File: config.mk
export PLATFORM = sky130hd
export DESIGN_NAME = wdt_guard
export DESIGN_NICKNAME = d
export VERILOG_FILES = /design/src/rtl/wdt_guard_pkg.sv /design/src/rtl/wdt_prescale.sv /design/src/rtl/wdt_core.sv /design/src/rtl/wdt_lock.sv /design/src/rtl/wdt_guard.sv
export SDC_FILE = /design/constraint.sdc
export NUM_CORES = 1
export LEC_CHECK = 0
export ABC_CLOCK_PERIOD_IN_PS = 6140
export BUFFER_PORTS_ARGS = -buffer_cell sky130_fd_sc_hd__clkbuf_2
export CORE_ASPECT_RATIO = 1.1
export CORE_MARGIN = 2
export CORE_UTILIZATION = 60
export CTS_BUF_LIST = sky130_fd_sc_hd__clkbuf_4 sky130_fd_sc_hd__clkbuf_8
export CTS_CLUSTER_DIAMETER = 200
export DETAILED_ROUTE_END_ITERATION = 6
export MAX_ROUTING_LAYER = met4
export PLACE_DENSITY = 0.82
export RECOVER_POWER = 100
export SLEW_MARGIN = 5
export SYNTH_ARGS = -nofsm -noshare
export SYNTH_HDL_FRONTEND = slang
export SYNTH_SLANG_ARGS = --single-unit
export TNS_END_PERCENT = 100
File: constraint.sdc
create_clock -name clk -period 6.14 [get_ports clk]
set_clock_uncertainty 0.15 [all_clocks]
set_input_delay 0.614 -clock clk [delete_from_list [all_inputs] [get_ports clk]]
set_output_delay 0.614 -clock clk [all_outputs]
set_load 0.02 [all_outputs]
File: src/rtl/wdt_guard_pkg.sv
package wdt_guard_pkg;
  typedef enum logic [1:0] {
    RG_KICK = 2'd0,
    RG_KEY  = 2'd1,
    RG_CTRL = 2'd2,
    RG_STAT = 2'd3
  } reg_sel_e;

  typedef enum logic [1:0] {
    LK_SHUT = 2'd0,
    LK_HALF = 2'd1,
    LK_OPEN = 2'd2
  } lock_e;

  typedef struct packed {
    logic [1:0] psel;
    logic       en;
  } ctrl_t;

  localparam logic [7:0] KEY_FIRST  = 8'h55;
  localparam logic [7:0] KEY_SECOND = 8'hAA;
  localparam ctrl_t      CTRL_RESET = '{psel: 2'd0, en: 1'b1};
endpackage

File: src/rtl/wdt_prescale.sv
module wdt_prescale #(
  parameter int PSEL_W = 2
) (
  input  logic              clk,
  input  logic              por_n,
  input  logic              clr,
  input  logic              run,
  input  logic [PSEL_W-1:0] psel,
  output logic              tick
);
  localparam int PRE_W = 2 * ((1 << PSEL_W) - 1);

  logic [PRE_W-1:0] pre;
  logic [PRE_W-1:0] mask;

  always_ff @(posedge clk or negedge por_n) begin
    if (!por_n)   pre <= '0;
    else if (clr) pre <= '0;
    else if (run) pre <= pre + 1'b1;
  end

  always_comb begin
    mask = '0;
    for (int i = 0; i < PRE_W; i++) mask[i] = (i < 2 * int'(psel));
  end

  assign tick = run && ((pre & mask) == mask);
endmodule

File: src/rtl/wdt_core.sv
module wdt_core #(
  parameter int CNT_W     = 16,
  parameter int PULSE_LEN = 4
) (
  input  logic clk,
  input  logic por_n,
  input  logic sys_rst_n,
  input  logic tick,
  input  logic kick,
  output logic busy,
  output logic overflow,
  output logic rst_o
);
  localparam int PW = $clog2(PULSE_LEN + 1);
  localparam int HW = PW + 1;

  logic [CNT_W-1:0] cnt;
  logic [PW-1:0]    pc;

  assign busy     = (pc != '0);
  assign rst_o    = busy;
  assign overflow = tick && (cnt == '1) && !kick && !busy && sys_rst_n;

  always_ff @(posedge clk or negedge por_n) begin
    if (!por_n)                                    cnt <= '0;
    else if (!sys_rst_n || kick || busy || overflow) cnt <= '0;
    else if (tick)                                 cnt <= cnt + 1'b1;
  end

  always_ff @(posedge clk or negedge por_n) begin
    if (!por_n)         pc <= '0;
    else if (overflow)  pc <= PW'(PULSE_LEN);
    else if (pc != '0)  pc <= pc - 1'b1;
  end

  // checker: length of the current high phase
  logic [HW-1:0] hi_len;
  always_ff @(posedge clk or negedge por_n) begin
    if (!por_n)     hi_len <= '0;
    else if (rst_o) hi_len <= hi_len + 1'b1;
    else            hi_len <= '0;
  end

  AST_PULSE_WIDTH: assert property (@(posedge clk) disable iff (!por_n)
    $fell(rst_o) |-> (hi_len == HW'(PULSE_LEN)));
  AST_ZERO_AFTER_PULSE: assert property (@(posedge clk) disable iff (!por_n)
    rst_o |=> (cnt == '0));
  AST_KICK_WINS: assert property (@(posedge clk) disable iff (!por_n)
    (kick && !rst_o) |=> !rst_o);
endmodule

File: src/rtl/wdt_lock.sv
module wdt_lock
  import wdt_guard_pkg::*;
(
  input  logic     clk,
  input  logic     por_n,
  input  logic     sys_rst_n,
  input  logic     we,
  input  reg_sel_e sel,
  input  logic [7:0] wdata,
  output ctrl_t    ctrl,
  output logic     ctrl_load
);
  lock_e state;

  assign ctrl_load = we && (sel == RG_CTRL) && (state == LK_OPEN);

  always_ff @(posedge clk or negedge por_n) begin
    if (!por_n)          state <= LK_SHUT;
    else if (!sys_rst_n) state <= LK_SHUT;
    else if (we) begin
      if (sel == RG_KEY) begin
        if (wdata == KEY_FIRST)                             state <= LK_HALF;
        else if (state == LK_HALF && wdata == KEY_SECOND)   state <= LK_OPEN;
        else                                                state <= LK_SHUT;
      end else begin
        state <= LK_SHUT;
      end
    end
  end

  always_ff @(posedge clk or negedge por_n) begin
    if (!por_n)          ctrl <= CTRL_RESET;
    else if (!sys_rst_n) ctrl <= CTRL_RESET;
    else if (ctrl_load)  ctrl <= ctrl_t'(wdata[2:0]);
  end

  AST_LOCKED_CTRL: assert property (@(posedge clk) disable iff (!por_n)
    (we && sel == RG_CTRL && state != LK_OPEN && sys_rst_n) |=> $stable(ctrl));
  AST_ONE_SHOT_WINDOW: assert property (@(posedge clk) disable iff (!por_n)
    (state == LK_OPEN && we) |=> (state != LK_OPEN));
endmodule

File: src/rtl/wdt_guard.sv
module wdt_guard
  import wdt_guard_pkg::*;
#(
  parameter int CNT_W     = 16,
  parameter int PULSE_LEN = 4
) (
  input  logic       clk,
  input  logic       por_n,
  input  logic       sys_rst_n,
  input  logic       bus_we,
  input  logic [1:0] bus_addr,
  input  logic [7:0] bus_wdata,
  output logic [7:0] bus_rdata,
  output logic       wdt_rst
);
  reg_sel_e sel;
  ctrl_t    ctrl;
  logic     ctrl_load;
  logic     kick;
  logic     tick;
  logic     busy;
  logic     overflow;
  logic     flag;
  logic     flag_clr;

  assign sel      = reg_sel_e'(bus_addr);
  assign kick     = bus_we && (sel == RG_KICK);
  assign flag_clr = bus_we && (sel == RG_STAT) && bus_wdata[0];

  wdt_lock u_lock (
    .clk(clk), .por_n(por_n), .sys_rst_n(sys_rst_n),
    .we(bus_we), .sel(sel), .wdata(bus_wdata),
    .ctrl(ctrl), .ctrl_load(ctrl_load)
  );

  wdt_prescale #(.PSEL_W(2)) u_pre (
    .clk(clk), .por_n(por_n),
    .clr(kick || busy || ctrl_load || !sys_rst_n),
    .run(ctrl.en), .psel(ctrl.psel), .tick(tick)
  );

  wdt_core #(.CNT_W(CNT_W), .PULSE_LEN(PULSE_LEN)) u_core (
    .clk(clk), .por_n(por_n), .sys_rst_n(sys_rst_n),
    .tick(tick), .kick(kick),
    .busy(busy), .overflow(overflow), .rst_o(wdt_rst)
  );

  always_ff @(posedge clk or negedge por_n) begin
    if (!por_n)        flag <= 1'b0;
    else if (overflow) flag <= 1'b1;
    else if (flag_clr) flag <= 1'b0;
  end

  always_comb begin
    case (sel)
      RG_CTRL: bus_rdata = {5'b0, ctrl};
      RG_STAT: bus_rdata = {7'b0, flag};
      default: bus_rdata = 8'h00;
    endcase
  end

  AST_FLAG_STICKY: assert property (@(posedge clk) disable iff (!por_n)
    (flag && !flag_clr) |=> flag);
  AST_FLAG_ON_RESET: assert property (@(posedge clk) disable iff (!por_n)
    $rose(wdt_rst) |-> flag);
endmodule

==> run metrics <==
flop and latch count out of synthesis=31; Post-synth top cells=30 x dfrtp_1, 27 x nor2_1, 17 x nand4_1, 15 x nand2_1, 13 x xor2_1; max_slew headroom=-11.3%; Mapped Avg Cell Area=9.22 µm²; post-route setup slack=3.28 ns; GRT Overall Usage=around a quarter; setup_tns=0 ns; Finished Cell Area=around 1900 µm²; clock transition at the registers of the reported paths=0.10 ns; synth unique cells=39; highest-delay cell along the critical path=o21ai_0; via count=1463; Area Growth Syn to Fin=7.67%; CP Launch Type=register; row count=20; CTS Hold Bufs=0; Final setup viols=0; Placer Congestion=0.859; Primary FF master, synth=dfrtp_1; CP Cell Sequence=a21boi_0 -> o21ai_0 -> nand2_2 -> or4_1 -> a21oi_1; P_leak=a little under 0.9 nW; crit path time final=2.86 ns; DRT iter0 DRCs=73; Mapped Area=1780 µm²; pwr dens=191 nW/µm²; number of global-route vias before repair=1439; Max FO, Critical Path=14; Antenna Nets Post-Route=0; dominant cells by area after synthesis=dfrtp_1 42%, xor2_1 6.4%, nand4_1 6.0%; routed vias/inst=5.97; first-pass GRT wire length=6.51 mm; CORE AREA=2800 µm²; CTS Sinks=31; area share of the largest cell type after synthesis=a little over two fifths; most frequent cell after synthesis=dfrtp_1; Max-Cap Viols=1; register area share after synthesis=43.7%; H-tree levels=2; Cell Area, Placed=roughly 1900 µm²; CTS root buf=clkbuf_4; largest area contributor in the netlist=dfrtp_1; nets=230; share of cells above drive strength 1=9.91%; Async S/R FF share, synth=between 90% and 100%; slowest cell delay on critical path=1.11 ns; Initial Utilization=between 60% and 70%; Final HPWL DP=2.79 mm; drt total wl=3.86 mm; maximum vdd drop=between 0.15 and 0.2 mV; WL/cell=approximately 16 µm; diodes inserted=0; Least-Margin Pin Slew=1.67 ns; Final Cycle Share=46.6%; global route overflow=0; worst min path class=register to register; clock latency on the worst-skew pair=0.34 ns; YS warnings=0; Setup Slack @ Placement=around 3.8 ns; WP data required=approximately 6.3 ns; fin. max-slew vios=32; status=finished, violations left; Die Area=3420 µm²; RSZ-0062 raised after global routing=no; Mapped Cells=just under 200; Worst setup EP type=register; Critical Path AT=2.98 ns; 1st-pass router iterations=4; Max clock buf depth=2; violations in the final reports=max-capacitance violations, max-slew violations; DRC errors left=0; Final Hold Fails=0; initial antenna violation count=0; largest net degree at the start of global routing=32; PortBufs=17; Post-synth EDFFs=0; Post-CTS Setup Inserts=0; CTS Buf Count=5; CTS tree=built; Peak Freq=between 0.3 and 0.4 GHz; CTS resizes=0; Crit Path Category=register to register; Die X=55.9 µm; number of top-level pins=23; FILL cells=228; chip height=a little over 60 µm
## cell type report
| class | count | area [µm²] | share of cell area (%) |
|---|---|---|---|
| well taps | 33 | 41.3 | 2.16 |
| inverters | 7 | 26.3 | 1.37 |
| flip-flops and latches | 31 | 777 | 40.6 |
| multi-input cells | 150 | 937 | 48.9 |
| clock inverters | 1 | 5.00 | 0.261 |
| repair buffers | 17 | 77.6 | 4.05 |
| clock buffers | 6 | 51.3 | 2.68 |
## critical path: cells and delay by family, from the launching register on
| kind | cells | cell delay, ns |
|---|---|---|
| simple gates | 2 | 0.78 |
| flops | 1 | 0.44 |
| compound gates | 3 | 1.42 |
## routing by layer
layer	vias to the layer above	track usage [%]	part of all wire, %
met5	-	-	0
met4	0	15.0	2.6
met3	11	4.62	3.9
met2	42	45.4	50
met1	708	29.0	43
li1	702	-	-
## layout by cell type (no fill, tap or decap), types with 2 or more instances in the layout
cell type / synthesis / layout
dfrtp_1: 30 / 30
nor2_1: 27 / 27
nand4_1: 17 / 17
nand2_1: 15 / 15
xor2_1: 13 / 13
clkbuf_2: 0 / 11
nor2b_1: 8 / 8
inv_1: 7 / 7
nand3_1: 7 / 7
mux2i_1: 6 / 6
o21ai_0: 5 / 6
a21oi_1: 6 / 6
clkbuf_1: 3 / 6
and2_1: 6 / 5
conb_1: 1 / 5
clkbuf_4: 0 / 5
nand4b_1: 4 / 4
xnor2_1: 4 / 4
ha_1: 4 / 4
nor3_1: 3 / 3
nand2_2: 2 / 2
and3_1: 2 / 2
## flip-flops by register name, indices dropped and copies added (netlist names)
name / cells
u_lock.ctrl: 3
flag: 1
u_lock.state: 2
u_pre.pre: 6
u_core.pc: 3
u_core.cnt: 16
## path summary, 6_finish.rpt
path	start	slack [ns]	cells after the start	to
worst max register to register	u_lock.ctrl[1]	3.28	5	u_core.cnt[3]
worst min-delay path	flag	0.35	2	flag
worst min register to register	flag	0.35	2	flag
max in group asynchronous	por_n	4.34	1	u_pre.pre[4]
worst max-delay path	u_lock.ctrl[1]	3.28	5	u_core.cnt[3]
min in group asynchronous	por_n	0.53	1	u_core.cnt[0]
## kinds of logic after synthesis
group                    after synthesis  share of synthesized area (%)
AND/OR/NAND/NOR                      100                           29.8
flip-flops                            31                           43.7
AO/OA/AOI/OAI                         18                           7.24
XOR/XNOR                              17                           8.37
buffers and inverters                 16                           4.50
multiplexers                           6                           3.38
adder cells (fa/ha/maj)                4                           2.81
other                                  1                          0.211
## report_power, final
group | internal, W | leakage, nW | switching [W]
Combinational | 0.00000960 | 0.416 | 0.0000192
Clock | 0.0000530 | 0.0341 | 0.0000728
Sequential | 0.000207 | 0.424 | 0.00000390
## per-stage QoR
| step | total power [W] | std cells | hold slack, ns | util, % |
|---|---|---|---|---|
| floorplan | 0.000232 | 197 | 0.168 | - |
| global placement | 0.000242 | 238 | 0.312 | 66.6 |
| detailed placement | 0.000244 | 238 | 0.326 | 66.6 |
| CTS | 0.000366 | 245 | 0.198 | 68.6 |
| global route | 0.000379 | 245 | 0.362 | 68.3 |
| finish | 0.000365 | 245 | 0.347 | 68.3 |
No activity file was read; power rests on OpenSTA's default activity.
